**config.mk**
```make
export PLATFORM = sky130hd
export DESIGN_NAME = sq_control_eval
export DESIGN_NICKNAME = d
export VERILOG_FILES = /design/src/rtl/sqc_pkg.sv /design/src/rtl/sqc_ray_cell.sv /design/src/rtl/sqc_file_scan.sv /design/src/rtl/sqc_pawn_map.sv /design/src/rtl/sq_control_eval.sv
export SDC_FILE = /design/constraint.sdc
export NUM_CORES = 2
export LEC_CHECK = 0
export BUFFER_PORTS_ARGS = -buffer_cell sky130_fd_sc_hd__buf_4
export CORE_UTILIZATION = 30
export CTS_CLUSTER_DIAMETER = 200
export DETAILED_ROUTE_END_ITERATION = 10
export GPL_TIMING_DRIVEN = 0
export MAX_ROUTING_LAYER = met4
export PLACE_DENSITY_LB_ADDON = 0.05
export SLEW_MARGIN = 10
export SYNTH_ARGS = -nofsm -noshare
export SYNTH_HDL_FRONTEND = slang
export SYNTH_SLANG_ARGS = --single-unit
```
**constraint.sdc**
```tcl
create_clock -name clk -period 11.6 [get_ports clk]
set_clock_uncertainty 0.2 [all_clocks]
set_input_delay 2.32 -clock clk [delete_from_list [all_inputs] [get_ports clk]]
set_output_delay 2.32 -clock clk [all_outputs]
set_load 0.05 [all_outputs]
```
**src/rtl/sqc_pkg.sv**
```systemverilog
package sqc_pkg;
  localparam int PW = 4;

  typedef enum logic [2:0] {
    PC_NONE   = 3'd0,
    PC_PAWN   = 3'd1,
    PC_KNIGHT = 3'd2,
    PC_BISHOP = 3'd3,
    PC_ROOK   = 3'd4,
    PC_QUEEN  = 3'd5,
    PC_KING   = 3'd6
  } piece_e;

  localparam logic [1:0] RK_BISHOP = 2'd1;
  localparam logic [1:0] RK_ROOK   = 2'd2;
  localparam logic [1:0] RK_QUEEN  = 2'd3;

  // A ray in flight: who sent it and what kind of slider it is.
  typedef struct packed {
    logic       vld;
    logic       blk;
    logic [1:0] kind;
  } ray_t;

  // Ray that a piece on a square starts, for a diagonal or straight line.
  function automatic ray_t launch(logic [PW-1:0] pc, logic diag);
    ray_t ry;
    ry = '0;
    case (pc[2:0])
      PC_BISHOP: if (diag)  ry = '{vld: 1'b1, blk: pc[3], kind: RK_BISHOP};
      PC_ROOK:   if (!diag) ry = '{vld: 1'b1, blk: pc[3], kind: RK_ROOK};
      PC_QUEEN:  ry = '{vld: 1'b1, blk: pc[3], kind: RK_QUEEN};
      default:   ry = '0;
    endcase
    return ry;
  endfunction

  // Signed credit a ray earns on the square it reaches.
  function automatic logic signed [7:0] credit(ray_t ry, logic [PW-1:0] tgt,
                                               logic wp_hit, logic bp_hit,
                                               logic [7:0] wb, logic [7:0] wr,
                                               logic [7:0] wq);
    logic       skip;
    logic [7:0] w;
    skip = !ry.vld;
    if (ry.kind == RK_BISHOP && tgt[2:0] == PC_PAWN && tgt[3] == ry.blk) skip = 1'b1;
    if (ry.kind == RK_QUEEN && (ry.blk ? wp_hit : bp_hit)) skip = 1'b1;
    case (ry.kind)
      RK_BISHOP: w = wb;
      RK_ROOK:   w = wr;
      default:   w = wq;
    endcase
    if (skip) return 8'sd0;
    return ry.blk ? -$signed(w) : $signed(w);
  endfunction
endpackage

```
**src/rtl/sqc_ray_cell.sv**
```systemverilog
module sqc_ray_cell
  import sqc_pkg::*;
#(
  parameter int CELL_W = 8,
  parameter int W_B    = 3,
  parameter int W_R    = 2,
  parameter int W_Q    = 1
) (
  input  logic [PW-1:0]            piece,
  input  logic                     wp_hit,
  input  logic                     bp_hit,
  input  ray_t                     in_h,
  input  ray_t                     in_up,
  input  ray_t                     in_dn,
  output ray_t                     out_h,
  output ray_t                     out_up,
  output ray_t                     out_dn,
  output logic signed [CELL_W-1:0] val
);
  localparam logic [7:0] WB = 8'(W_B);
  localparam logic [7:0] WR = 8'(W_R);
  localparam logic [7:0] WQ = 8'(W_Q);

  logic occupied;
  assign occupied = (piece[2:0] != PC_NONE);

  // An occupied square ends every incoming ray and may start its own.
  assign out_h  = occupied ? launch(piece, 1'b0) : in_h;
  assign out_up = occupied ? launch(piece, 1'b1) : in_up;
  assign out_dn = occupied ? launch(piece, 1'b1) : in_dn;

  always_comb begin
    int sum;
    sum = int'(credit(in_h,  piece, wp_hit, bp_hit, WB, WR, WQ))
        + int'(credit(in_up, piece, wp_hit, bp_hit, WB, WR, WQ))
        + int'(credit(in_dn, piece, wp_hit, bp_hit, WB, WR, WQ));
    val = CELL_W'(sum);
  end
endmodule

```
**src/rtl/sqc_file_scan.sv**
```systemverilog
module sqc_file_scan
  import sqc_pkg::*;
#(
  parameter int N      = 8,
  parameter int CELL_W = 8,
  parameter int W_B    = 3,
  parameter int W_R    = 2,
  parameter int W_Q    = 1
) (
  input  logic [N*PW-1:0]     col,
  input  logic [N-1:0]        wp_col,
  input  logic [N-1:0]        bp_col,
  output logic [N*CELL_W-1:0] vals
);
  localparam logic [7:0] WB = 8'(W_B);
  localparam logic [7:0] WR = 8'(W_R);
  localparam logic [7:0] WQ = 8'(W_Q);

  // Rays along the file: every source row against every target row.
  always_comb begin
    vals = '0;
    for (int r = 0; r < N; r++) begin
      int   sum;
      sum = 0;
      for (int s = 0; s < N; s++) begin
        logic clear;
        int   lo;
        int   hi;
        lo    = (s < r) ? s : r;
        hi    = (s < r) ? r : s;
        clear = (s != r);
        for (int k = 0; k < N; k++)
          if (k > lo && k < hi && col[k*PW +: 3] != PC_NONE) clear = 1'b0;
        if (clear)
          sum += int'(credit(launch(col[s*PW +: PW], 1'b0), col[r*PW +: PW],
                             wp_col[r], bp_col[r], WB, WR, WQ));
      end
      vals[r*CELL_W +: CELL_W] = CELL_W'(sum);
    end
  end
endmodule

```
**src/rtl/sqc_pawn_map.sv**
```systemverilog
module sqc_pawn_map
  import sqc_pkg::*;
#(
  parameter int N = 8
) (
  input  logic [N*N*PW-1:0] board,
  output logic [N*N-1:0]    wp_att,
  output logic [N*N-1:0]    bp_att
);
  function automatic logic pawn_at(logic [N*N*PW-1:0] b, int c, int r, logic blk);
    logic [PW-1:0] pc;
    if (c < 0 || c >= N || r < 0 || r >= N) return 1'b0;
    pc = b[(c*N + r)*PW +: PW];
    return (pc[2:0] == PC_PAWN) && (pc[3] == blk);
  endfunction

  always_comb begin
    for (int c = 0; c < N; c++) begin
      for (int r = 0; r < N; r++) begin
        wp_att[c*N + r] = pawn_at(board, c-1, r-1, 1'b0) | pawn_at(board, c+1, r-1, 1'b0);
        bp_att[c*N + r] = pawn_at(board, c-1, r+1, 1'b1) | pawn_at(board, c+1, r+1, 1'b1);
      end
    end
  end
endmodule

```
**src/rtl/sq_control_eval.sv**
```systemverilog
module sq_control_eval
  import sqc_pkg::*;
#(
  parameter int N       = 8,
  parameter int SCORE_W = 10,
  parameter int CELL_W  = 8,
  parameter int W_B     = 3,
  parameter int W_R     = 2,
  parameter int W_Q     = 1
) (
  input  logic                      clk,
  input  logic                      rst_n,
  input  logic                      start,
  input  logic [N*N*PW-1:0]         board_i,
  output logic                      done,
  output logic signed [SCORE_W-1:0] score
);
  localparam int SQ    = N*N;
  localparam int COL_W = N*PW;
  localparam int IDX_W = $clog2(N);
  localparam logic [IDX_W-1:0] LAST = IDX_W'(N-1);

  logic                      busy;
  logic                      stage_vld;
  logic                      accept;
  logic [IDX_W-1:0]          step;
  logic [IDX_W-1:0]          col_l;
  logic [IDX_W-1:0]          col_r;
  logic [SQ*PW-1:0]          board_q;
  logic [SQ-1:0]             wp_q, bp_q, wp_d, bp_d;
  logic [COL_W-1:0]          pcs_l, pcs_r;
  logic [N-1:0]              wp_l, bp_l, wp_r, bp_r;
  logic [N*CELL_W-1:0]       vflat;
  logic signed [SCORE_W-1:0] acc;
  logic signed [SCORE_W-1:0] tree_sum;

  ray_t lh_q [N];
  ray_t lu_q [N];
  ray_t ld_q [N];
  ray_t rh_q [N];
  ray_t ru_q [N];
  ray_t rd_q [N];
  ray_t lh_d [N];
  ray_t lu_d [N];
  ray_t ld_d [N];
  ray_t rh_d [N];
  ray_t ru_d [N];
  ray_t rd_d [N];

  logic signed [CELL_W-1:0] lval  [N];
  logic signed [CELL_W-1:0] rval  [N];
  logic signed [CELL_W-1:0] row_d [N];
  logic signed [CELL_W-1:0] row_q [N];

  assign accept = start && !busy && !stage_vld;
  assign col_l  = step;
  assign col_r  = LAST - step;

  // Register-file read ports: one column for each stream.
  assign pcs_l = board_q[col_l*COL_W +: COL_W];
  assign pcs_r = board_q[col_r*COL_W +: COL_W];
  assign wp_l  = wp_q[col_l*N +: N];
  assign bp_l  = bp_q[col_l*N +: N];
  assign wp_r  = wp_q[col_r*N +: N];
  assign bp_r  = bp_q[col_r*N +: N];

  sqc_pawn_map #(.N(N)) u_pawns (
    .board (board_i),
    .wp_att(wp_d),
    .bp_att(bp_d)
  );

  sqc_file_scan #(.N(N), .CELL_W(CELL_W), .W_B(W_B), .W_R(W_R), .W_Q(W_Q)) u_files (
    .col   (pcs_l),
    .wp_col(wp_l),
    .bp_col(bp_l),
    .vals  (vflat)
  );

  for (genvar r = 0; r < N; r++) begin : g_row
    ray_t lu_in, ld_in, ru_in, rd_in;

    if (r == 0) begin : g_bot
      assign lu_in = '0;
      assign ru_in = '0;
    end else begin : g_mid_b
      assign lu_in = lu_q[r-1];
      assign ru_in = ru_q[r-1];
    end

    if (r == N-1) begin : g_top
      assign ld_in = '0;
      assign rd_in = '0;
    end else begin : g_mid_t
      assign ld_in = ld_q[r+1];
      assign rd_in = rd_q[r+1];
    end

    sqc_ray_cell #(.CELL_W(CELL_W), .W_B(W_B), .W_R(W_R), .W_Q(W_Q)) u_lcell (
      .piece (pcs_l[r*PW +: PW]),
      .wp_hit(wp_l[r]),
      .bp_hit(bp_l[r]),
      .in_h  (lh_q[r]),
      .in_up (lu_in),
      .in_dn (ld_in),
      .out_h (lh_d[r]),
      .out_up(lu_d[r]),
      .out_dn(ld_d[r]),
      .val   (lval[r])
    );

    sqc_ray_cell #(.CELL_W(CELL_W), .W_B(W_B), .W_R(W_R), .W_Q(W_Q)) u_rcell (
      .piece (pcs_r[r*PW +: PW]),
      .wp_hit(wp_r[r]),
      .bp_hit(bp_r[r]),
      .in_h  (rh_q[r]),
      .in_up (ru_in),
      .in_dn (rd_in),
      .out_h (rh_d[r]),
      .out_up(ru_d[r]),
      .out_dn(rd_d[r]),
      .val   (rval[r])
    );

    assign row_d[r] = lval[r] + rval[r] + $signed(vflat[r*CELL_W +: CELL_W]);
  end

  // Eight-input adder over the registered row values.
  always_comb begin
    tree_sum = '0;
    for (int i = 0; i < N; i++) tree_sum += SCORE_W'(row_q[i]);
  end

  always_ff @(posedge clk or negedge rst_n) begin
    if (!rst_n) begin
      busy      <= 1'b0;
      stage_vld <= 1'b0;
      step      <= '0;
      board_q   <= '0;
      wp_q      <= '0;
      bp_q      <= '0;
      acc       <= '0;
      score     <= '0;
      done      <= 1'b0;
      for (int i = 0; i < N; i++) begin
        lh_q[i]  <= '0;
        lu_q[i]  <= '0;
        ld_q[i]  <= '0;
        rh_q[i]  <= '0;
        ru_q[i]  <= '0;
        rd_q[i]  <= '0;
        row_q[i] <= '0;
      end
    end else begin
      done <= 1'b0;
      if (accept) begin
        board_q <= board_i;
        wp_q    <= wp_d;
        bp_q    <= bp_d;
        busy    <= 1'b1;
        step    <= '0;
        acc     <= '0;
        for (int i = 0; i < N; i++) begin
          lh_q[i] <= '0;
          lu_q[i] <= '0;
          ld_q[i] <= '0;
          rh_q[i] <= '0;
          ru_q[i] <= '0;
          rd_q[i] <= '0;
        end
      end else if (busy) begin
        for (int i = 0; i < N; i++) begin
          lh_q[i]  <= lh_d[i];
          lu_q[i]  <= lu_d[i];
          ld_q[i]  <= ld_d[i];
          rh_q[i]  <= rh_d[i];
          ru_q[i]  <= ru_d[i];
          rd_q[i]  <= rd_d[i];
          row_q[i] <= row_d[i];
        end
        step <= step + 1'b1;
        if (step == LAST) busy <= 1'b0;
      end

      stage_vld <= busy;
      if (stage_vld) begin
        acc <= acc + tree_sum;
        if (!busy) begin
          score <= acc + tree_sum;
          done  <= 1'b1;
        end
      end
    end
  end
endmodule

```
==> flow_metrics.tcl <==
set metrics [dict create \
    status "finished with violations" \
    violations "negative setup slack" \
    vias 52424 \
    synth.distinct_cells 96 \
    r2r_start "col_l[1]" \
    grt_antenna_before_repair 11 \
    maxSlewViolCount 0 \
    worst_slack_ns -0.7805 \
    synth-main-ff-cell "dfrtp_1" \
    yosys.area.top_type "dfrtp_1" \
    yosys_warnings 0 \
    gp_congestion 0.9843 \
    grt_pass1_wl_mm 409.6 \
    seq_area_frac_synth 0.2511 \
    synth_area_um2 58810 \
    htreeDepth 3 \
    slew_headroom 0.04297 \
    track_usage 0.3044 \
    core-area_um2 194800 \
    dieHeight_um 444.8 \
    cp-startpoint "col_l[1]" \
    cts_tree "built" \
    async_reset_ff_frac 1.000 \
    clk_latency_ns 0.72 \
    finalHoldViolations 0 \
    setup_viol 6 \
    die_w_um 444.8 \
    worst_pin_slew_ns 1.436 \
    synth_top_area_share 0.2511 \
    dp_hpwl_mm 234.9 \
    dieArea_um2 197800 \
    fin_area_um2 74110 \
    ff_latch_area_um2 14770 \
    hold_class "register to register" \
    drive_above_1_share 0.2248 \
    critPathSlowestCell "o21ai_0" \
    synth_nets 7698 \
    critical_path_required_ns 11.96 \
    critical-path-max-stage-delay_ns 1.01 \
    ios 270 \
    cap_violations 0 \
    syn_to_final_growth_pct 26.02 \
    grt_max_degree 95 \
    cp_num_buf_inv 10 \
    io_buffers 269 \
    most-common-layout-cells "nand2_1, inv_1, dfrtp_1" \
    worst_hold_startpoint "score[4]" \
    cts.clk_slew.worst_paths_ns 0.06 \
    remaining_drc_errors 0 \
    num_rows 162 \
    initial_core_util 0.3019 \
    cp.arrival_ns 12.74 \
    fin_crit_sh 1.067 \
    finalWirelength_mm 295.9 \
    drt_iter0_markers 4717 \
    rsz0062_at_grt "yes" \
    numCtsBuffers 80 \
    place_ws_ns -3.871 \
    cp-start-kind "register" \
    synth_area_leaders "dfrtp_1, fa_1, ha_1, nand2_1, mux4_2" \
    viasPerCell 5.279 \
    grt.overflow.total 0 \
    ys_seq_elements 590 \
    crit_type "register to register" \
    cts_hold_buf 0 \
    clock-sinks 590 \
    fmax_ghz 0.08077 \
    placed_area_um2 64810 \
    fillers 19967 \
    mostFrequentLayoutCell "nand2_1" \
    ant_nets 0 \
    first_global_vias 52055 \
    nNetsFinal 8346 \
    cp_top_family "adder cells" \
    fin_crit_ns 12.38 \
    synth_edf_count 0 \
    multi_input_area_um2 43860 \
    hold_slack_ns 0.2769 \
    synth_area_per_cell_um2 8.931 \
    first_pass_iters 5 \
    syn_inst 6585 \
    clockBufferDepth 3 \
    path_max_fanout 10 \
    cts_root_buf "clkbuf_16" \
    worst_setup_path_end_kind "register" \
    wl_per_cell_um 29.79 \
]
[flip-flops by register name (all words and copies together) (netlist names)]
signal,cells
row_q,64
busy,1
g_row.lu_in,21
rh_q,24
acc,10
g_row.rd_in,21
lh_q,24
done,1
stage_vld,1
g_row.ld_in,21
g_row.ru_in,21
col_l,3
score,10
bp_q,56
board_q,256
wp_q,56
[cell type report]
cell class / instances / area share
multi-input cells: 5106 / 0.5919
flip-flops and latches: 590 / 0.1992
repair buffers: 578 / 0.06731
well taps: 2624 / 0.04430
clock buffers: 119 / 0.03130
inverters: 614 / 0.03130
plain buffers: 263 / 0.02889
clock inverters: 30 / 0.005554
diodes: 7 / 0.0002364
[stage by stage]
step | utilization | std cells | TNS [ns]
2_1_floorplan | - | 6585 | -0.04005
3_3_place_gp | 0.3296 | 9478 | -124.29
3_5_place_dp | 0.3327 | 9506 | -98.60
4_1_cts | 0.3722 | 9858 | -3.043
5_1_grt | 0.3804 | 9928 | -5.054
6_report | 0.3805 | 9931 | -2.544
[cell usage after synthesis, types with 43 or more instances]
library cell and n:
a21o_1 138, a21oi_1 392, and3_1 44, clkbuf_1 163, dfrtp_1 590, fa_1 353, ha_1 501, inv_1 611
mux2_2 128, mux2i_1 144, mux4_2 143, nand2_1 1418, nand2b_1 66, nand3_1 86, nor2_1 343, nor2b_1 66
nor3_1 46, o21ai_0 361, o21bai_1 43, xnor2_1 256, xor2_1 95
[logic make-up (layout without fill, tap and decap cells)]
| family | count (synthesis) | in the layout | share of synthesized area |
|---|---|---|---|
| AOI/OAI and AO/OA | 1208 | 1208 | 0.1246 |
| xor gates and xnor gates | 363 | 363 | 0.05689 |
| adders and majority gates | 854 | 854 | 0.2268 |
| buffers and inverters | 889 | 1604 | 0.06134 |
| DFF | 590 | 590 | 0.2511 |
| muxes | 439 | 439 | 0.1131 |
| other | 0 | 7 | 0 |
| and+or+nand+nor | 2242 | 2242 | 0.1663 |
[layer usage]
layer	up-vias	global-route usage	wire, um
li1	23525	-	-
met1	26586	0.3909	127500
met2	1827	0.4791	136700
met3	486	0.04214	15970
met4	0	0.1302	15660
met5	-	-	0
[final timing paths]
check | cells after the start | slack (ns) | to
worst max-delay path | 41 | -0.78 | row_q[63]
min in group asynchronous | 2 | 1.42 | score[7]
worst min-delay path | 2 | 0.28 | score[4]
worst min register to register | 2 | 0.28 | score[4]
max in group asynchronous | 5 | 7.90 | board_q[172]
worst max register to register | 41 | -0.78 | row_q[63]
[worst register-to-register path: cells and delay by family (launching register included)]
kind / cells / cell delay [ns]
AO/OA/AOI/OAI: 10 / 2.26
AND/OR/NAND/NOR: 3 / 0.37
adder cells (fa/ha/maj): 7 / 3.17
flip-flops: 1 / 0.37
XOR/XNOR: 6 / 1.48
multiplexers: 5 / 2.00
buffers and inverters: 10 / 2.39
[what timing repair did]
item                       in CTS  in global routing
resized for setup             676                219
gates cloned                    1                  0
buffers inserted              209                 71
pin swaps                     230                221
setup endpoints to repair      56                 12
Power is left out: the tool's default activity adds up to more than one toggle a clock period on the data nets, which glitch-free logic cannot reach.
